--- src/rtl/msi_scan_pkg.sv ---
package msi_scan_pkg;
  typedef enum logic [1:0] {
    SCAN_IDLE = 2'd0,
    SCAN_SUM  = 2'd1,
    SCAN_IDX  = 2'd2,
    SCAN_EMIT = 2'd3
  } scan_state_e;
endpackage

--- src/rtl/msi_lowest_set.sv ---
module msi_lowest_set #(
  parameter int W = 8
) (
  input  logic [W-1:0]         vec_i,
  output logic [$clog2(W)-1:0] pos_o,
  output logic                 any_o
);
  localparam int PW = $clog2(W);

  always_comb begin
    pos_o = '0;
    for (int k = W - 1; k >= 0; k--) begin
      if (vec_i[k]) pos_o = PW'(k);
    end
  end

  assign any_o = |vec_i;
endmodule

--- src/rtl/msi_vec_compose.sv ---
module msi_vec_compose #(
  parameter int GRP_W = 4,
  parameter int IDX_W = 3,
  parameter int BIT_W = 4
) (
  input  logic [GRP_W-1:0]             grp_i,
  input  logic [IDX_W-1:0]             idx_i,
  input  logic [BIT_W-1:0]             bit_i,
  output logic [GRP_W+IDX_W+BIT_W-1:0] vec_o
);
  // Power-of-two field sizes: (idx*BITS + bit)*GROUPS + grp is a concatenation
  assign vec_o = {idx_i, bit_i, grp_i};
endmodule

--- src/rtl/msi_vector_scanner.sv ---
module msi_vector_scanner #(
  parameter int NUM_GROUPS    = 16,
  parameter int IDX_PER_GROUP = 8,
  parameter int VEC_PER_IDX   = 16,
  parameter int RD_DATA_W     = 32,
  localparam int GRP_W = $clog2(NUM_GROUPS),
  localparam int IDX_W = $clog2(IDX_PER_GROUP),
  localparam int BIT_W = $clog2(VEC_PER_IDX),
  localparam int VEC_W = GRP_W + IDX_W + BIT_W
) (
  input  logic                 clk,
  input  logic                 rst_n,
  input  logic                 start_i,
  input  logic [GRP_W-1:0]     group_i,
  output logic                 busy_o,
  output logic                 done_o,
  output logic                 rd_req_o,
  output logic                 rd_summary_o,
  output logic [GRP_W-1:0]     rd_group_o,
  output logic [IDX_W-1:0]     rd_index_o,
  input  logic                 rd_ack_i,
  input  logic [RD_DATA_W-1:0] rd_data_i,
  output logic                 vec_valid_o,
  input  logic                 vec_ready_i,
  output logic [VEC_W-1:0]     vec_num_o
);
  import msi_scan_pkg::*;

  scan_state_e              state_q;
  logic [GRP_W-1:0]         grp_q;
  logic [IDX_PER_GROUP-1:0] sum_q;
  logic [VEC_PER_IDX-1:0]   bits_q;
  logic                     done_q;

  logic [IDX_W-1:0]         cur_idx;
  logic [BIT_W-1:0]         cur_bit;
  logic                     sum_any, bits_any;
  logic [IDX_PER_GROUP-1:0] sum_after;
  logic [VEC_PER_IDX-1:0]   bits_after;
  logic [IDX_PER_GROUP-1:0] rd_sum_val;
  logic [VEC_PER_IDX-1:0]   rd_idx_val;

  msi_lowest_set #(.W(IDX_PER_GROUP)) u_idx_pick (
    .vec_i(sum_q), .pos_o(cur_idx), .any_o(sum_any)
  );

  msi_lowest_set #(.W(VEC_PER_IDX)) u_bit_pick (
    .vec_i(bits_q), .pos_o(cur_bit), .any_o(bits_any)
  );

  msi_vec_compose #(.GRP_W(GRP_W), .IDX_W(IDX_W), .BIT_W(BIT_W)) u_compose (
    .grp_i(grp_q), .idx_i(cur_idx), .bit_i(cur_bit), .vec_o(vec_num_o)
  );

  assign sum_after  = sum_q & ~(IDX_PER_GROUP'(1) << cur_idx);
  assign bits_after = bits_q & ~(VEC_PER_IDX'(1) << cur_bit);
  assign rd_sum_val = rd_data_i[IDX_PER_GROUP-1:0];
  assign rd_idx_val = rd_data_i[VEC_PER_IDX-1:0];

  always_ff @(posedge clk or negedge rst_n) begin
    if (!rst_n) begin
      state_q <= SCAN_IDLE;
      grp_q   <= '0;
      sum_q   <= '0;
      bits_q  <= '0;
      done_q  <= 1'b0;
    end else begin
      done_q <= 1'b0;
      unique case (state_q)
        SCAN_IDLE: begin
          if (start_i) begin
            grp_q   <= group_i;
            sum_q   <= '0;
            state_q <= SCAN_SUM;
          end
        end
        SCAN_SUM: begin
          if (rd_ack_i) begin
            sum_q <= rd_sum_val;
            if (rd_sum_val == '0) begin
              done_q  <= 1'b1;
              state_q <= SCAN_IDLE;
            end else begin
              state_q <= SCAN_IDX;
            end
          end
        end
        SCAN_IDX: begin
          if (rd_ack_i) begin
            if (rd_idx_val == '0) begin
              sum_q   <= sum_after;
              state_q <= (sum_after == '0) ? SCAN_SUM : SCAN_IDX;
            end else begin
              bits_q  <= rd_idx_val;
              state_q <= SCAN_EMIT;
            end
          end
        end
        SCAN_EMIT: begin
          if (vec_ready_i) begin
            bits_q <= bits_after;
            if (bits_after == '0) begin
              sum_q   <= sum_after;
              state_q <= (sum_after == '0) ? SCAN_SUM : SCAN_IDX;
            end
          end
        end
        default: state_q <= SCAN_IDLE;
      endcase
    end
  end

  assign busy_o       = (state_q != SCAN_IDLE);
  assign done_o       = done_q;
  assign rd_req_o     = (state_q == SCAN_SUM) || (state_q == SCAN_IDX);
  assign rd_summary_o = (state_q == SCAN_SUM);
  assign rd_group_o   = grp_q;
  assign rd_index_o   = cur_idx;
  assign vec_valid_o  = (state_q == SCAN_EMIT) && bits_any;

  logic unused_any;
  assign unused_any = sum_any;
endmodule

--- config.mk ---
export PLATFORM = sky130hd
export DESIGN_NAME = msi_vector_scanner
export DESIGN_NICKNAME = d
export VERILOG_FILES = /design/src/rtl/msi_scan_pkg.sv /design/src/rtl/msi_lowest_set.sv /design/src/rtl/msi_vec_compose.sv /design/src/rtl/msi_vector_scanner.sv
export SDC_FILE = /design/constraint.sdc
export NUM_CORES = 1
export LEC_CHECK = 0
export BUFFER_PORTS_ARGS = -buffer_cell sky130_fd_sc_hd__buf_4
export CORE_UTILIZATION = 49
export CTS_CLUSTER_SIZE = 14
export DETAILED_ROUTE_END_ITERATION = 8
export PLACE_DENSITY_LB_ADDON = 0.12
export SYNTH_ARGS = -nofsm -noshare
export SYNTH_HDL_FRONTEND = slang
export SYNTH_SLANG_ARGS = --single-unit
--- constraint.sdc ---
create_clock -name clk -period 2.8 [get_ports clk]
set_input_delay 0.14 -clock clk [delete_from_list [all_inputs] [get_ports clk]]
set_output_delay 0.14 -clock clk [all_outputs]
set_load 0.005 [all_outputs]
# [Word-level counts from Yosys, hierarchy flattened]
# Index checks and enable logic that the tools add are counted.
[totals] output_inout_bits=23 elab_cells=82 ff_bits=31 inputBits=41
[classes] n_bitwise=4 reduce_logical=14 muxes=47 n_shift=2 n_eq_ne=10
[op_table] op="4-bit 2-to-1 mux" count=16
[op_table] op="16-bit 2-to-1 mux" count=3
[op_table] op="8-bit 2-to-1 mux" count=6
[op_table] op="16-bit zero test" count=2
[op_table] op="16-bit one-hot mux with 2 select lines" count=1
[op_table] op="8-bit one-hot mux with 4 select lines" count=1
[op_table] op="3-bit 2-to-1 mux" count=8
[op_table] op="16-bit AND" count=1
[op_table] op="8-bit zero test" count=2
[op_table] op="2-bit 2-to-1 mux" count=8
[op_table] op="16-bit inverter" count=1
[op_table] op="16-bit OR reduction" count=1
[op_table] op="1-bit by 4-bit left shift with 16-bit output, first input constant" count=1
[op_table] op="2-bit != test, second input constant" count=6
[op_table] op="8-bit AND" count=1
[op_table] op="8-bit inverter" count=1
[op_table] op="2-bit one-hot mux with 4 select lines" count=1
[op_table] op="1-bit by 3-bit left shift with 8-bit output, first input constant" count=1
[op_table] op="6-bit AND reduction" count=1
[op_table] op="5-bit AND reduction" count=1
[op_table] op="2-bit == test, second input constant" count=2
[op_table] op="4-bit AND reduction" count=1
[op_table] op="2-bit nonzero test" count=2
[op_table] op="1-bit 2-to-1 mux" count=3
[op_table] op="other kinds (6)" count=6

# [Longest topological paths before layout]
[logic_depth] depth_word=23 mapped_depth=10

# [Modules after synthesis]
# From an unflattened synthesis, not the netlist that was laid out.
[hier_totals] hier_cells=285 hier_area_um2=2343.5
[modules_own_cells] module="msi_vector_scanner" n_inst=1 cells_per_inst=227 area_per_inst_um2=2003.2 seq_area_each_um2=775.7
[modules_own_cells] module="msi_lowest_set (u_bit_pick)" n_inst=1 cells_per_inst=34 area_per_inst_um2=176.4 seq_area_each_um2=0.0
[modules_own_cells] module="msi_vec_compose" n_inst=1 cells_per_inst=11 area_per_inst_um2=82.6 seq_area_each_um2=0.0
[modules_own_cells] module="msi_lowest_set (u_idx_pick)" n_inst=1 cells_per_inst=13 area_per_inst_um2=81.3 seq_area_each_um2=0.0

# [Least setup slack after synthesis]
# Ideal clock, no wire load.
[synth_timing] kind="reg-to-reg" from="register bits_q[10]" to="register sum_q[5]" slack_ns=0.167 period_less_slack_ns=2.633 required_ns=2.730 stages_incl_launch_ff=9 arrival_ns=2.564 path_buffers=1 path_cell_list="dfrtp_1 > buf_2 > nor4_2 > nand2_1 > o41ai_1 > o21ai_0 > a2111o_1 > or4_1 > nand3_1"
[synth_via] elab_chain_cells=17
[synth_lines] element="start, declared" line="msi_vector_scanner.sv:32" rtl="logic [VEC_PER_IDX-1:0] bits_q;"
[synth_lines] element="start signal, assigned" line="msi_vector_scanner.sv:94" rtl="bits_q <= rd_idx_val;"
[synth_lines] element="start signal, assigned" line="msi_vector_scanner.sv:101" rtl="bits_q <= bits_after;"
[synth_lines] element="4-bit 2-to-1 mux (11 in a row)" line="msi_lowest_set.sv:13" rtl="if (vec_i[k]) pos_o = PW'(k);"
[synth_lines] element="1-bit by 4-bit left shift with 16-bit output" line="msi_vector_scanner.sv:56" rtl="assign bits_after = bits_q & ~(VEC_PER_IDX'(1) << cur_bit);"
[synth_lines] element="16-bit inverter" line="msi_vector_scanner.sv:56"
[synth_lines] element="16-bit AND *" line="msi_vector_scanner.sv:56"
[synth_lines] element="16-bit zero test *" line="msi_vector_scanner.sv:102" rtl="if (bits_after == '0) begin"
[synth_lines] element="2-bit != test (no line) *"
[synth_lines] element="6-bit AND reduction (no line) *"
[synth_lines] element="end signal, assigned" line="msi_vector_scanner.sv:79" rtl="sum_q <= rd_sum_val;"
[synth_lines] element="end signal, assigned" line="msi_vector_scanner.sv:91" rtl="sum_q <= sum_after;"
[synth_lines] element="end signal, assigned" line="msi_vector_scanner.sv:103" rtl="sum_q <= sum_after;"
[synth_lines] element="end, declared" line="msi_vector_scanner.sv:31" rtl="logic [IDX_PER_GROUP-1:0] sum_q;"
# Mark *: on every way between the ends. The rest lies on a longest branch, timed or not.
# A chain may end at the register's enable or synchronous reset.

# [Worst setup path after layout]
[layout_timing] from="register bits_q[11]" to="register sum_q[1]"
[layout_via] elab_chain_cells=18
[layout_lines] element="4-bit 2-to-1 mux (12 in a row)" line="msi_lowest_set.sv:13"
[layout_lines] element="1-bit by 4-bit left shift with 16-bit output" line="msi_vector_scanner.sv:56"
[layout_lines] element="16-bit inverter" line="msi_vector_scanner.sv:56"
[layout_lines] element="16-bit AND *" line="msi_vector_scanner.sv:56"
[layout_lines] element="16-bit zero test *" line="msi_vector_scanner.sv:102"
[layout_lines] element="2-bit != test (no line) *"
[layout_lines] element="6-bit AND reduction (no line) *"
# Marked as above.

==> metrics.yaml <==
run_status:
  status: "complete, no violations"
critical_path:
  reg2reg_to: "sum_q[1]$_DFFE_PN0P_"
  arrival_ns: 2.87
  critPathLaunchType: "flop"
  r2r_setup_slack_ns: 0.09
  r2r_start: "bits_q[11]$_DFFE_PN0P_"
  endpoint_kind: "flop"
  r2r.worst_path.cells: 8
  cp_max_fo: 6
  worst-endpoint-required_ns: 2.96
  critical_path_class: "flop to flop"
layout:
  syn_to_final_growth_pct: 30.5
  n_fill_cell: 406
  final_cell_mix: "buf_4 (84), nor2_1 (40), dfrtp_1 (29)"
  layout-drive-gt1-share_pct: 29.6
  antennaDiodeCount: 0
  fin_nets: 423
  layout_commonest_cell: "buf_4"
pwr:
  ir_worst_vdd_mv: 0.839
  p_comb_share_pct: 66.8
  clkPwrFrac_pct: 10.5
  finalPower_mw: 4.47
  netSwitchingFraction_pct: 47.6
  p_leak_nw: 1.39
  seqPwrFrac_pct: 22.7
  cell_internal_pwr_mw: 2.34
  p_per_area_nw_per_um2: 1360
  p_switching_mw: 2.13
place:
  place_ws_ns: -0.0113
  gp_congestion: 0.987
  hpwlAfterDp_um: 6070
  portBuffers: 47
clock_network:
  cts_buffer_depth: 2
  cts_root_buf: "clkbuf_8"
  path_clk_slew_ns: 0.07
  cts_tree: "yes"
  cts_buffers: 5
  clock_latency_ns: 0.29
  htreeDepth: 2
  cts.sinks: 31
routing:
  drt_iter0_markers: 343
  drc: 0
  ant_nets: 0
  wl_per_cell_um: 18.1
  routed_wirelength_um: 8080
  dr_total_vias: 2797
  first_pass_iters: 5
  viasPerCell: 6.27
logic_synthesis:
  syn-cell-area_um2: 2520
  synth-compound-area-share_pct: 32.5
  ys_warn_count: 0
  synth.avg_cell_area_um2: 8.00
  synth-xor-area-share_pct: 0
  synthDistinctLibCells: 59
  async_flop_share_pct: 100
  syn_inst: 315
  synth_fa_ha_area_share_pct: 2.38
  synth_top_family_by_area: "compound AO/OA/AOI/OAI gates"
  muxShareOfSynthArea_pct: 3.37
  synth_ff_type: "dfrtp_1"
  synth_nets: 360
  synth-seq-area-share_pct: 30.8
  synth-edff-count: 0
  synth-simple-area-share_pct: 23.5
  ys_seq_elements: 31
grt:
  grt_pass1_vias: 2433
  grt_max_degree: 32
  grt.total_usage_pct: 30.4
  grt-ovfl-total: 0
  antenna_found_initial: 0
  grt_first_pass_wirelength_um: 12200
floorplanning:
  num_io_pins: 64
  die_h_um: 73.7
  rows: 25
  die_area_um2: 5440
  core_um2: 4850
  die_w_um: 73.7
  start_util_pct: 52.0
job:
  cap_violations: 0
timing:
  finalWorstSetupSlack_ns: 0.0867
  min_period_over_period_pct: 96.9
  layout_min_cycle_time_ns: 2.71
  rsz0062_at_grt: "yes"
  report.final.slew_viol_count: 0
  max_clock_freq_ghz: 0.369
  hold_violations: 0
  clock_skew_ns: 0.00747
  setup_viol: 0
  worstMarginPinSlew_ns: 1.01
  slew_headroom_pct: 32.2
worst_hold_path:
  min_to: "bits_q[11]$_DFFE_PN0P_"
  holdPathStages: 3
  hold_class: "input pin to flop"
  hold_start: "rd_data_i[11]"
## per-stage QoR
step / hold slack, ns / utilization (%) / setup TNS, ns / instances / instance area [um^2]
floorplan: -0.156 / - / 0 / 315 / 2520
global placement: 0.102 / 63.4 / 0 / 434 / 3070
detailed placement: 0.101 / 63.4 / -0.0151 / 434 / 3070
CTS: 0.0642 / 66.0 / 0 / 443 / 3200
global route: 0.0782 / 67.8 / -0.0346 / 446 / 3290
finish: 0.0703 / 67.8 / 0 / 446 / 3290
## power by group through the flow
stage,logic (mW),clock network [mW],registers (mW)
after floorplan,1.93,0,0.824
after global placement,2.76,0,0.979
after detailed placement,2.80,0,0.987
after CTS,2.82,0.480,0.979
after global routing,3.25,0.496,1.04
final,2.99,0.469,1.01
## cell usage after synthesis, drive strengths merged (2+ instances only)
cell type  number  area share [%]
ha              4             2.0
or4             5             1.5
nor3           15             3.0
mux2            4             1.8
mux2i           4             1.6
a221oi          3             1.0
a211oi          8             2.4
nor2           40             6.0
a2111o          2            0.89
o21a            3            0.89
nand2b          5             1.2
nand4           5             1.2
o211ai          5             1.5
a222oi          4             1.6
inv            13             1.9
a22oi           2            0.60
a31oi           4            0.99
o311ai          2            0.69
o21bai          3            0.89
o21ai          25             5.0
dfrtp          31              31
a22o           13             4.5
a211o           3             1.0
and2            4            0.99
nand3           6             1.2
buf            12             3.0
clkbuf         17             2.5
nor4           11             3.2
o31a            4             1.4
nor2b           5             1.2
or2             2            0.50
o31ai           7             2.3
a21oi           7             1.4
a2111oi         2            0.94
nand2          20             3.0
## how the worst max path moves through the flow
stage / end / from / cells past startpoint
detailed placement: sum_q[5]$_DFFE_PN0P_ / bits_q[6]$_DFFE_PN0P_ / 8
floorplan: sum_q[5]$_DFFE_PN0P_ / bits_q[10]$_DFFE_PN0P_ / 8
global placement: sum_q[7]$_DFFE_PN0P_ / bits_q[7]$_DFFE_PN0P_ / 8
CTS: sum_q[1]$_DFFE_PN0P_ / bits_q[14]$_DFFE_PN0P_ / 8
finish: sum_q[1]$_DFFE_PN0P_ / bits_q[11]$_DFFE_PN0P_ / 8
global route: sum_q[2]$_DFFE_PN0P_ / bits_q[13]$_DFFE_PN0P_ / 9
## repair_timing
item / in CTS / in global routing
buffers inserted: 0 / 3
hold buffers: 1 / 0
gates resized for setup: 1 / 13
endpoints found under the setup margin: 5 / 9
endpoints found under the hold margin: 31 / 0
pin swaps: 0 / 5
## routing by layer
layer	track usage, %	routed length [um]	vias up
met4	9.83	135	0
met1	39.4	3490	1345
met5	0	0	-
li1	-	-	1323
met3	7.27	606	12
met2	49.8	3850	117
## sequential cells by signal, summed over array words and instances, names as in the netlist
| name | cells |
|---|---|
| rd_group_o | 4 |
| sum_q | 8 |
| bits_q | 16 |
| state_q | 2 |
| done_o | 1 |
## kinds of logic (layout without fill, tap and decap cells)
kind of cell | after synthesis | in the layout
flip-flops | 31 | 31
buffers and inverters | 42 | 106
AND/OR/NAND/NOR | 120 | 120
AO/OA/AOI/OAI | 109 | 109
adder cells (fa/ha/maj) | 5 | 5
multiplexers | 8 | 8
## cell type report
cell class / instances / area [um^2] / share of cell area, %
multi-input combinational: 242 / 1620 / 49.3
sequential: 31 / 778 / 23.7
timing repair buffer: 85 / 641 / 19.5
tap: 67 / 83.8 / 2.55
clock buffer: 6 / 82.6 / 2.51
inverter: 13 / 48.8 / 1.48
clock inverter: 2 / 35.0 / 1.07
## worst max-delay path, stage by stage (launching register included)
cell and delay (ns):
dfrtp_2 0.46, nor2_1 0.12, a221oi_1 0.13, o41a_1 0.50, o31a_1 0.33, a2111o_1 0.48, buf_4 0.18, o31ai_2 0.27
o31ai_1 0.12
No activity file was read; power rests on OpenSTA's default activity.
